--- src/rtl/pwrseq_pkg.sv ---
// Package: step encoding shared by the sequencer control and the per-cluster banks.
// Assumes the state order below is the power-up order; the banks decode it.
package pwrseq_pkg;

    typedef enum logic [3:0] {
        ST_IDLE       = 4'd0,
        ST_RST        = 4'd1,
        ST_ISO_CLUS   = 4'd2,
        ST_ISO_CORE   = 4'd3,
        ST_PLL_ON     = 4'd4,
        ST_PLL_WAIT   = 4'd5,
        ST_PLL_DEISO  = 4'd6,
        ST_CFG_WAIT   = 4'd7,
        ST_CLKSRC     = 4'd8,
        ST_CLKSRC_WT  = 4'd9,
        ST_DIV        = 4'd10,
        ST_TRIG       = 4'd11,
        ST_CLK_EN     = 4'd12,
        ST_BUS        = 4'd13,
        ST_PERIPH     = 4'd14,
        ST_L2         = 4'd15
    } seq_state_t;

endpackage

--- src/rtl/pwrseq_timer.sv ---
// Module: pwrseq_timer
// Down-counter for the timed waits. Loading sets a new count. While tick is
// high the count falls until it reaches zero, and expired is high at zero.
// Assumes load and tick are never high in the same cycle.
module pwrseq_timer #(
    parameter int CNT_W = 8
) (
    input  logic             clk,
    input  logic             rst_n,
    input  logic             load,
    input  logic [CNT_W-1:0] load_val,
    input  logic             tick,
    output logic             expired
);

    logic [CNT_W-1:0] cnt_q;

    // Count register: reload on request, otherwise count down to zero.
    always_ff @(posedge clk) begin
        if (!rst_n) begin
            cnt_q <= '0;
        end else if (load) begin
            cnt_q <= load_val;
        end else if (tick && (cnt_q != '0)) begin
            cnt_q <= cnt_q - 1'b1;
        end
    end

    assign expired = (cnt_q == '0);

endmodule

--- src/rtl/pwrseq_status.sv ---
// Module: pwrseq_status
// Remembered power state, one bit per cluster. Cluster 0 comes out of reset
// on and the others off. A bit is only ever set, never cleared.
// Assumes set_idx is a valid cluster index whenever set_en is high.
module pwrseq_status #(
    parameter int N_CLUS = 4,
    parameter int IDX_W  = 3
) (
    input  logic              clk,
    input  logic              rst_n,
    input  logic              set_en,
    input  logic [IDX_W-1:0]  set_idx,
    output logic [N_CLUS-1:0] on_vec
);

    for (genvar gi = 0; gi < N_CLUS; gi++) begin : g_bit
        if (gi == 0) begin : g_always_on
            assign on_vec[gi] = 1'b1;
        end else begin : g_tracked
            logic on_q;
            // Status bit: cleared by reset, set when this cluster is accepted.
            always_ff @(posedge clk) begin
                if (!rst_n) begin
                    on_q <= 1'b0;
                end else if (set_en && (set_idx == IDX_W'(gi))) begin
                    on_q <= 1'b1;
                end
            end
            assign on_vec[gi] = on_q;
        end
    end

endmodule

--- src/rtl/pwrseq_bank.sv ---
// Module: pwrseq_bank
// Control outputs of one cluster. When sel is high, the bank decodes the
// sequencer state and moves the matching control bit at the next edge.
// With ALWAYS_ON set, the bank ties off to the running values.
// Assumes the sequencer visits the states in their enum order.
module pwrseq_bank
    import pwrseq_pkg::*;
#(
    parameter bit ALWAYS_ON = 1'b0
) (
    input  logic       clk,
    input  logic       rst_n,
    input  logic       sel,
    input  seq_state_t state,
    output logic       rst_rel,
    output logic       clus_io_iso,
    output logic       dft_iso,
    output logic       mem_iso,
    output logic       core_io_iso,
    output logic       core_mem_iso,
    output logic       pll_ldo_en,
    output logic       pll_en,
    output logic       pll_out_iso,
    output logic       clksrc_rst_rel,
    output logic       div_load,
    output logic       clk_trig,
    output logic       func_clk_en,
    output logic       bus_rst_rel,
    output logic       periph_rst_rel,
    output logic       l2_rst_rel
);

    if (ALWAYS_ON) begin : g_running
        assign rst_rel        = 1'b1;
        assign clus_io_iso    = 1'b0;
        assign dft_iso        = 1'b1;
        assign mem_iso        = 1'b1;
        assign core_io_iso    = 1'b0;
        assign core_mem_iso   = 1'b1;
        assign pll_ldo_en     = 1'b1;
        assign pll_en         = 1'b1;
        assign pll_out_iso    = 1'b0;
        assign clksrc_rst_rel = 1'b1;
        assign div_load       = 1'b0;
        assign clk_trig       = 1'b0;
        assign func_clk_en    = 1'b1;
        assign bus_rst_rel    = 1'b1;
        assign periph_rst_rel = 1'b1;
        assign l2_rst_rel     = 1'b1;
        logic unused_in;
        assign unused_in = &{1'b0, clk, rst_n, sel, state};
    end else begin : g_switched
        logic rst_q, cio_q, dft_q, mem_q, kio_q, kmem_q;
        logic ldo_q, pll_q, oiso_q, src_q, div_q, trg_q;
        logic fclk_q, bus_q, per_q, l2_q;

        // Step decode: each state of the selected cluster moves its own bits.
        always_ff @(posedge clk) begin
            if (!rst_n) begin
                rst_q  <= 1'b0;
                cio_q  <= 1'b1;
                dft_q  <= 1'b0;
                mem_q  <= 1'b0;
                kio_q  <= 1'b1;
                kmem_q <= 1'b0;
                ldo_q  <= 1'b0;
                pll_q  <= 1'b0;
                oiso_q <= 1'b0;
                src_q  <= 1'b0;
                div_q  <= 1'b0;
                trg_q  <= 1'b0;
                fclk_q <= 1'b0;
                bus_q  <= 1'b0;
                per_q  <= 1'b0;
                l2_q   <= 1'b0;
            end else begin
                div_q <= 1'b0;
                trg_q <= 1'b0;
                if (sel) begin
                    unique case (state)
                        ST_RST:       rst_q <= 1'b1;
                        ST_ISO_CLUS: begin
                            cio_q <= 1'b0;
                            dft_q <= 1'b1;
                            mem_q <= 1'b1;
                        end
                        ST_ISO_CORE: begin
                            kio_q  <= 1'b0;
                            kmem_q <= 1'b1;
                        end
                        ST_PLL_ON: begin
                            ldo_q  <= 1'b1;
                            pll_q  <= 1'b1;
                            oiso_q <= 1'b1;
                        end
                        ST_PLL_DEISO: oiso_q <= 1'b0;
                        ST_CLKSRC:    src_q  <= 1'b1;
                        ST_DIV:       div_q  <= 1'b1;
                        ST_TRIG:      trg_q  <= 1'b1;
                        ST_CLK_EN:    fclk_q <= 1'b1;
                        ST_BUS:       bus_q  <= 1'b1;
                        ST_PERIPH:    per_q  <= 1'b1;
                        ST_L2:        l2_q   <= 1'b1;
                        default: ;
                    endcase
                end
            end
        end

        assign rst_rel        = rst_q;
        assign clus_io_iso    = cio_q;
        assign dft_iso        = dft_q;
        assign mem_iso        = mem_q;
        assign core_io_iso    = kio_q;
        assign core_mem_iso   = kmem_q;
        assign pll_ldo_en     = ldo_q;
        assign pll_en         = pll_q;
        assign pll_out_iso    = oiso_q;
        assign clksrc_rst_rel = src_q;
        assign div_load       = div_q;
        assign clk_trig       = trg_q;
        assign func_clk_en    = fclk_q;
        assign bus_rst_rel    = bus_q;
        assign periph_rst_rel = per_q;
        assign l2_rst_rel     = l2_q;

        // L2 reset only leaves reset after bus and peripheral resets.
        assert_l2_after_periph_R7: assert property (@(posedge clk) disable iff (!rst_n)
            $rose(l2_q) |-> (per_q && bus_q));
        // peripheral reset only after the bus resets.
        assert_periph_after_bus_R7: assert property (@(posedge clk) disable iff (!rst_n)
            $rose(per_q) |-> (bus_q && fclk_q));
        // the trigger follows a divider load in the previous cycle.
        assert_trig_after_div_R6: assert property (@(posedge clk) disable iff (!rst_n)
            trg_q |-> $past(div_q));
        // dropping PLL output isolation keeps both power enables on.
        assert_deiso_keeps_power_R4: assert property (@(posedge clk) disable iff (!rst_n)
            $fell(oiso_q) |-> (ldo_q && pll_q));
    end

endmodule

--- src/rtl/clus_pwr_seq.sv ---
// Module: clus_pwr_seq
// Top of the cluster power-up sequencer. It accepts one request at a time,
// walks the fixed step order for the addressed cluster and uses a shared
// timer for the microsecond waits.
// Assumes CYC_PER_US >= 1 and that N_CLUS fits in IDX_W bits.
module clus_pwr_seq
    import pwrseq_pkg::*;
#(
    parameter int N_CLUS      = 4,
    parameter int IDX_W       = 3,
    parameter int CYC_PER_US  = 125,
    parameter int PLL_WAIT_US = 2,
    parameter int CLK_WAIT_US = 1
) (
    input  logic              clk,
    input  logic              rst_n,
    input  logic              req_valid,
    input  logic [IDX_W-1:0]  req_idx,
    output logic              busy,
    output logic              done,
    output logic              err,
    output logic [N_CLUS-1:0] clus_on,
    output logic [N_CLUS-1:0] rst_rel,
    output logic [N_CLUS-1:0] clus_io_iso,
    output logic [N_CLUS-1:0] dft_iso,
    output logic [N_CLUS-1:0] mem_iso,
    output logic [N_CLUS-1:0] core_io_iso,
    output logic [N_CLUS-1:0] core_mem_iso,
    output logic [N_CLUS-1:0] pll_ldo_en,
    output logic [N_CLUS-1:0] pll_en,
    output logic [N_CLUS-1:0] pll_out_iso,
    output logic [N_CLUS-1:0] clksrc_rst_rel,
    output logic [N_CLUS-1:0] div_load,
    output logic [N_CLUS-1:0] clk_trig,
    output logic [N_CLUS-1:0] func_clk_en,
    output logic [N_CLUS-1:0] bus_rst_rel,
    output logic [N_CLUS-1:0] periph_rst_rel,
    output logic [N_CLUS-1:0] l2_rst_rel
);

    localparam int LONG_CYC  = PLL_WAIT_US * CYC_PER_US;
    localparam int SHORT_CYC = CLK_WAIT_US * CYC_PER_US;
    localparam int CNT_W     = $clog2(LONG_CYC + 1);
    localparam logic [CNT_W-1:0] LONG_LD  = CNT_W'(LONG_CYC - 1);
    localparam logic [CNT_W-1:0] SHORT_LD = CNT_W'(SHORT_CYC - 1);
    localparam logic [IDX_W-1:0] LAST_IDX = IDX_W'(N_CLUS - 1);

    seq_state_t       state_q;
    logic [IDX_W-1:0] act_q;
    logic             busy_q, done_q, err_q;
    logic             idx_ok, idx_on, accept;
    logic             tmr_load, tmr_tick, tmr_exp;
    logic [CNT_W-1:0] tmr_val;

    // Request check: index in range and not cluster 0.
    assign idx_ok = (req_idx != '0) && (req_idx <= LAST_IDX);

    // Look up the remembered state of the requested cluster.
    always_comb begin
        idx_on = 1'b0;
        for (int i = 0; i < N_CLUS; i++) begin
            if (req_idx == IDX_W'(i)) idx_on = clus_on[i];
        end
    end

    assign accept = (state_q == ST_IDLE) && req_valid && idx_ok && !idx_on;

    // Timer control: load in the step before each wait, count during waits.
    always_comb begin
        tmr_load = 1'b0;
        tmr_val  = SHORT_LD;
        unique case (state_q)
            ST_PLL_ON: begin
                tmr_load = 1'b1;
                tmr_val  = LONG_LD;
            end
            ST_PLL_DEISO, ST_CLKSRC: tmr_load = 1'b1;
            default: ;
        endcase
    end
    assign tmr_tick = (state_q == ST_PLL_WAIT) || (state_q == ST_CFG_WAIT)
                   || (state_q == ST_CLKSRC_WT);

    // Sequencer: step order, request handling and completion flags.
    always_ff @(posedge clk) begin
        if (!rst_n) begin
            state_q <= ST_IDLE;
            act_q   <= '0;
            busy_q  <= 1'b0;
            done_q  <= 1'b0;
            err_q   <= 1'b0;
        end else begin
            done_q <= 1'b0;
            err_q  <= 1'b0;
            unique case (state_q)
                ST_IDLE: begin
                    if (req_valid) begin
                        if (!idx_ok) begin
                            done_q <= 1'b1;
                            err_q  <= 1'b1;
                        end else if (idx_on) begin
                            done_q <= 1'b1;
                        end else begin
                            act_q   <= req_idx;
                            busy_q  <= 1'b1;
                            state_q <= ST_RST;
                        end
                    end
                end
                ST_PLL_WAIT:  if (tmr_exp) state_q <= ST_PLL_DEISO;
                ST_CFG_WAIT:  if (tmr_exp) state_q <= ST_CLKSRC;
                ST_CLKSRC_WT: if (tmr_exp) state_q <= ST_DIV;
                ST_L2: begin
                    done_q  <= 1'b1;
                    busy_q  <= 1'b0;
                    state_q <= ST_IDLE;
                end
                default: state_q <= seq_state_t'(state_q + 4'd1);
            endcase
        end
    end

    assign busy = busy_q;
    assign done = done_q;
    assign err  = err_q;

    pwrseq_timer #(.CNT_W(CNT_W)) u_timer (
        .clk      (clk),
        .rst_n    (rst_n),
        .load     (tmr_load),
        .load_val (tmr_val),
        .tick     (tmr_tick),
        .expired  (tmr_exp)
    );

    pwrseq_status #(.N_CLUS(N_CLUS), .IDX_W(IDX_W)) u_status (
        .clk     (clk),
        .rst_n   (rst_n),
        .set_en  (accept),
        .set_idx (req_idx),
        .on_vec  (clus_on)
    );

    for (genvar gc = 0; gc < N_CLUS; gc++) begin : g_bank
        pwrseq_bank #(.ALWAYS_ON(gc == 0)) u_bank (
            .clk            (clk),
            .rst_n          (rst_n),
            .sel            (act_q == IDX_W'(gc)),
            .state          (state_q),
            .rst_rel        (rst_rel[gc]),
            .clus_io_iso    (clus_io_iso[gc]),
            .dft_iso        (dft_iso[gc]),
            .mem_iso        (mem_iso[gc]),
            .core_io_iso    (core_io_iso[gc]),
            .core_mem_iso   (core_mem_iso[gc]),
            .pll_ldo_en     (pll_ldo_en[gc]),
            .pll_en         (pll_en[gc]),
            .pll_out_iso    (pll_out_iso[gc]),
            .clksrc_rst_rel (clksrc_rst_rel[gc]),
            .div_load       (div_load[gc]),
            .clk_trig       (clk_trig[gc]),
            .func_clk_en    (func_clk_en[gc]),
            .bus_rst_rel    (bus_rst_rel[gc]),
            .periph_rst_rel (periph_rst_rel[gc]),
            .l2_rst_rel     (l2_rst_rel[gc])
        );
    end

    // busy and done are never high together.
    assert_busy_done_excl_R8: assert property (@(posedge clk) disable iff (!rst_n)
        !(busy && done));
    // an error is always reported together with done.
    assert_err_with_done_R11: assert property (@(posedge clk) disable iff (!rst_n)
        err |-> done);
    // the PLL wait is not left before the timer expires.
    assert_pll_wait_holds_R4: assert property (@(posedge clk) disable iff (!rst_n)
        (state_q == ST_PLL_WAIT && !tmr_exp) |=> (state_q == ST_PLL_WAIT));
    // an accepted request turns exactly one more cluster on.
    assert_accept_marks_on_R2: assert property (@(posedge clk) disable iff (!rst_n)
        accept |=> ($countones(clus_on) == $past($countones(clus_on)) + 1));
    // at most one cluster sees a divider load or trigger at a time.
    assert_pulse_onehot_R6: assert property (@(posedge clk) disable iff (!rst_n)
        $onehot0(div_load) && $onehot0(clk_trig));

endmodule

--- config.mk ---
export PLATFORM = sky130hd
export DESIGN_NAME = clus_pwr_seq
export DESIGN_NICKNAME = d
export VERILOG_FILES = /design/src/rtl/pwrseq_pkg.sv /design/src/rtl/pwrseq_timer.sv /design/src/rtl/pwrseq_status.sv /design/src/rtl/pwrseq_bank.sv /design/src/rtl/clus_pwr_seq.sv
export SDC_FILE = /design/constraint.sdc
export NUM_CORES = 1
export LEC_CHECK = 0
export BUFFER_PORTS_ARGS = -buffer_cell sky130_fd_sc_hd__buf_2
export CAP_MARGIN = 20
export CORE_AREA = 5 5 110 112
export DETAILED_ROUTE_END_ITERATION = 8
export DIE_AREA = 0 0 115 117
export SYNTH_ARGS = -nofsm -noshare
export SYNTH_HDL_FRONTEND = slang
export SYNTH_SLANG_ARGS = --single-unit
--- constraint.sdc ---
create_clock -name clk -period 2.85 [get_ports clk]
set_input_delay 0.57 -clock clk [delete_from_list [all_inputs] [get_ports clk]]
set_output_delay 0.57 -clock clk [all_outputs]
set_load 0.05 [all_outputs]
# After elaboration in Yosys (flattened, before gate mapping)
# Cells that the tools add are included.
[word_totals]
register_bits = 63
in_bits = 6
output_inout_bits = 71
wordCells = 166
[op_classes]
addsub = 2
n_lt_le_gt_ge = 1
n_eq_ne = 27
mux = 27
bitwise = 1
n_reduce_logical = 57
[ops]
columns = ["operator", "count"]
rows = [
  ["$reduce_and A2 Y1", 33],
  ["$eq A4 B4 Y1 const B", 8],
  ["$mux W4", 6],
  ["$mux W8", 3],
  ["$pmux W4 S5", 1],
  ["$eq A4 B3 Y1 const B", 4],
  ["$mux W1", 14],
  ["$eq A3 B2 Y1 const B", 4],
  ["$ne A2 B2 Y1 const B", 6],
  ["$eq A4 B2 Y1 const B", 2],
  ["$logic_and A1 B1 Y1", 8],
  ["$logic_not A8 Y1", 1],
  ["$reduce_and A4 Y1", 2],
  ["$reduce_bool A8 Y1", 1],
  ["$sub A8 B1 Y8 const B", 1],
  ["$eq A3 B1 Y1 const B", 2],
  ["$pmux W1 S2", 3],
  ["$reduce_and A6 Y1", 1],
  ["$reduce_bool A2 Y1", 3],
  ["$add A4 B1 Y4 const B", 1],
  ["$eq A4 B1 Y1 const B", 1],
  ["$logic_not A4 Y1", 1],
  ["$le A3 B2 Y1 const B", 1],
  ["$logic_not A3 Y1", 1],
  ["6 further kinds", 7],
]

# Logic depth before layout (Yosys ltp)
[depth]
word_depth = 9
mapped_depth = 8

# Cells and area by module
# A second synthesis with hierarchy kept.
[unflattened]
cells_unflattened = 337
hier_area_um2 = 3143.0
[by_module_without_submodules]
columns = ["mod", "instances", "cells_each", "area_each_um2", "seq_area_each_um2"]
rows = [
  ["pwrseq_bank (g_bank[1].u_bank ...)", 3, 52, 539.3, 280.3],
  ["clus_pwr_seq", 1, 91, 737.0, 200.2],
  ["pwrseq_timer", 1, 58, 508.0, 160.2],
  ["pwrseq_status", 1, 14, 152.6, 60.1],
  ["pwrseq_bank (g_bank[0].u_bank)", 1, 18, 127.6, 0.0],
]

# Worst setup path before layout
# No wires, ideal clock.
[synth_timing]
path_type = "register to register"
startpoint = "reg state_q[1]"
endpoint = "reg state_q[2]"
arrival_ps = 1822
required_ps = 2734
slack_ps = 912
path_stages_with_launch = 9
n_path_buf = 2
path_cell_list = "dfxtp_1 > inv_1 > ha_1 > buf_2 > o21ai_0 > a2bb2oi_1 > buf_4 > o221ai_1 > and4_1"
[synth_via]
elab_chain_len = 3
[synth_rtl]
columns = ["element", "line_no", "text"]
rows = [
  ["start: declaration", "clus_pwr_seq.sv:48", "seq_state_t state_q;"],
  ["start signal: assignment", "clus_pwr_seq.sv:118", "default: state_q <= seq_state_t'(state_q + 4'd1);"],
  ["parallel branches: the longest is 3 deep, another holds $add A4 B1 Y4", "n/a", ""],
]
# Parallel ways; which one is timed is not known.
# A chain may end at the register's enable or synchronous reset.

# Final worst setup path
[layout_timing]
startpoint = "reg state_q[0]"
endpoint = "reg u_timer.cnt_q[3]"
[layout_via]
elab_chain_len = 5
[layout_rtl]
columns = ["element", "line_no", "text"]
rows = [
  ["parallel branches: the longest is 5 deep, another holds $mux W8", "n/a", ""],
  ["end signal: assignment", "pwrseq_timer.sv:23", "cnt_q <= load_val;"],
  ["end signal: assignment", "pwrseq_timer.sv:25", "cnt_q <= cnt_q - 1'b1;"],
  ["end: declaration", "pwrseq_timer.sv:16", "logic [CNT_W-1:0] cnt_q;"],
]
# Parallel ways; which one is timed is not known.

==> results.py <==
metrics = {
    "cts": {
        "post_cts.repair.setup_buffers": 0,
        "post_cts_resized": 0,
        "cts_hold_buffers": 0,
        "tritoncts": "yes",
        "clockBufferDepth": 2,
        "h-tree-depth": 3,
        "cts_made_buffers": 9,
        "clk-insertion-delay-late_ns": 0.32,
        "cts.clk_slew.worst_paths_ns": 0.05,
        "cts_sinks": 63,
        "cts_root_buf": "clkbuf_16",
    },
    "sta": {
        "maxSlewViolCount": 0,
        "worst_pin_slew_ns": 0.717,
        "hold_violations": 0,
        "min_period_over_period_pct": 79.7,
        "max_freq_mhz": 440,
        "rsz0062_at_grt": "no",
        "relSlewSlack_pct": 51.6,
        "setup_viol": 0,
        "tns_ns": 0,
        "hold-worst-slack_ns": 0.449,
        "skew_ns": 0.00560,
        "fin_ws_ns": 0.579,
        "layout_min_cycle_time_ns": 2.27,
    },
    "placement": {
        "placement.cell_area_um2": 3150,
        "port_buffers": 59,
        "dpl_worst_slack_ns": 0.602,
        "dp_hpwl_um": 5060,
        "place_congestion": 0.802,
        "post-place-cells": 510,
    },
    "floorplanning": {
        "io_pins": 77,
        "design.die.area_um2": 13500,
        "coreArea_um2": 11100,
        "fp.dieW_um": 115,
        "die_h_um": 117,
        "start_util_pct": 29.1,
        "rows": 39,
    },
    "logic_synthesis": {
        "synth_top_cell_by_area": "dfxtp_1",
        "synth_fa_ha_area_share_pct": 2.32,
        "synth.avg_cell_area_um2": 8.51,
        "synth_xor_area_share_pct": 0,
        "yosys.area_share.simple_pct": 21.6,
        "synth_top_family_by_area": "simple AND/OR/NAND/NOR gates",
        "synthMuxAreaShare_pct": 1.24,
        "synth_seq_cells": 63,
        "ys.warnings.count": 0,
        "synth_edf_count": 0,
        "synth_cell_types": 55,
        "yosysSeqAreaShare_pct": 39.0,
        "syn_inst": 380,
        "synth_ff_type": "dfxtp_1",
        "synth_compound_area_share_pct": 15.2,
        "syn_area_um2": 3230,
        "synth.area.top_cells": "dfxtp_1 39%, buf_4 16%, nor2_1 7.8%",
        "yosysTopAreaCellShare_pct": 39.0,
        "ys_async_sr_fraction_pct": 0,
    },
    "global_route": {
        "grt_pass1_vias": 2250,
        "grt_usage_pct": 10.6,
        "antenna_found_initial": 0,
        "grt-ovfl-total": 0,
        "grt_pass1_wl_um": 11100,
        "grt_max_degree": 26,
    },
    "pwr": {
        "power.density_nw_per_um2": 736,
        "clockPowerShare_pct": 43.4,
        "p_switching_uw": 743,
        "intPower_mw": 1.81,
        "p_leak_nw": 1.50,
        "p_total_mw": 2.55,
        "pwr-share-comb_pct": 19.0,
        "vdd_drop_max_uv": 343,
        "p_seq_share_pct": 37.6,
        "swShare_pct": 29.1,
    },
    "detailed_routing": {
        "drt_iter0_drc": 166,
        "vias": 2418,
        "wire_per_inst_um": 13.3,
        "wl_um": 6990,
        "via_per_inst": 4.60,
        "drtAntennaViolNets": 0,
        "drc": 0,
        "drtPass1Iterations": 4,
    },
    "cells_and_area": {
        "nets": 390,
        "final_cell_area_um2": 3460,
        "stdcell_count": 526,
        "utilization_pct": 31.1,
        "syn_to_final_growth_pct": 7.12,
        "drive_gt1_share_pct": 24.0,
        "n_antenna_cell": 0,
    },
    "critical_path": {
        "crit_path_cell_trace": "ha_1 -> o21ai_0 -> a2bb2oi_1 -> buf_4 -> or4_2 -> a31oi_1",
        "end_kind": "register",
        "cp_data_required_time_ns": 3.10,
        "critPathMaxStageDelay_ns": 0.61,
        "path_class": "register to register",
        "arrival_ns": 2.52,
        "cp-start-kind": "register",
        "worst-path-max-fanout": 17,
        "slowest_stage": "or4_2",
    },
    "job": {
        "max_cap_viol_count": 0,
    },
    "status": {
        "outcome": "finished, final reports clean",
    },
    "hold_path": {
        "hp-class": "register to register",
    },
}
## Yosys cell counts, types with 3 or more instances
library cell	instances
inv_1	7
nand3b_1	4
o21ai_0	14
buf_4	69
dfxtp_1	63
o221a_2	3
o31ai_1	4
buf_2	5
a21oi_1	5
o21a_1	16
nor2b_1	4
buf_6	4
clkbuf_1	12
or4_1	4
ha_1	6
mux2i_1	4
and3b_1	3
nand2_1	24
nand3_1	10
nor2_1	67
a31oi_1	7
or3_1	3
## area by class of cell
class                           count  area [um^2]
Clock buffer                       13          270
Tap cell                          143          179
Timing Repair Buffer               62          318
Inverter                            7         26.3
Clock inverter                      3         40.0
Sequential cell                    63         1260
Fill cell                        1171         7660
Multi-Input combinational cell    235         1370
## worst paths after layout
kind                      endpoint  slack [ns]  cells past startpoint       start
setup / recovery  u_timer.cnt_q[3]        0.58                      6  state_q[0]
hold / removal            act_q[2]        0.45                      2    act_q[2]
setup reg to reg  u_timer.cnt_q[3]        0.58                      6  state_q[0]
hold reg to reg           act_q[2]        0.45                      2    act_q[2]
## metal layers
layer | wire length, um | global-route usage (%) | vias up
met5 | 0 | 0 | -
met4 | 147 | 4.77 | 0
met3 | 509 | 3.96 | 11
met2 | 3370 | 17.4 | 64
met1 | 2960 | 12.3 | 1141
li1 | - | - | 1202
## state kept, by name (all words and copies together) (netlist names), 3 cells and up
register / cells
g_bank.u_bank.rst_rel: 3
g_bank.u_bank.core_mem_iso: 3
u_status.g_bit.g_tracked.on_q: 3
g_bank.u_bank.clus_io_iso: 3
u_timer.cnt_q: 8
g_bank.u_bank.dft_iso: 3
g_bank.u_bank.pll_out_iso: 3
g_bank.u_bank.div_load: 3
g_bank.u_bank.bus_rst_rel: 3
g_bank.u_bank.func_clk_en: 3
g_bank.u_bank.periph_rst_rel: 3
act_q: 3
state_q: 4
g_bank.u_bank.clk_trig: 3
g_bank.u_bank.l2_rst_rel: 3
g_bank.u_bank.core_io_iso: 3
g_bank.u_bank.clksrc_rst_rel: 3
## cell usage in the layout (no fill, tap or decap), drive strengths merged, types with 3 or more instances in the layout
cell    count
a31oi       7
nand3b      4
buf        62
or4         5
nor3        3
and2b       3
o21ai      15
inv         7
nor2b       4
dfxtp      63
mux2i       4
o21a       16
and3        3
or3         4
nand3      10
clkbuf     13
nand2      24
a21oi       5
o31ai       5
and3b       3
o221a       3
ha          6
nor2       67
conb       17
## worst max-delay path: cells and delay by family, from the launching register on
family / cells / cell delay (ns)
buffers and inverters: 1 / 0.21
adders and majority gates: 1 / 0.39
AOI/OAI and AO/OA: 3 / 0.51
and+or+nand+nor: 1 / 0.61
DFF: 1 / 0.48
## power by group through the flow
stage	registers [mW]	logic, mW	clock network [mW]
floorplan	0.986	0.417	0
global placement	0.971	0.473	0
detailed placement	0.977	0.485	0
CTS	0.958	0.486	1.14
global route	0.964	0.531	1.17
finish	0.960	0.485	1.11
## cells by family after synthesis
logic type / after synthesis
AOI/OAI and AO/OA: 67
adders and majority gates: 6
buffers and inverters: 97
DFF: 63
muxes: 4
other: 2
and+or+nand+nor: 141
No activity file was read; power rests on OpenSTA's default activity.
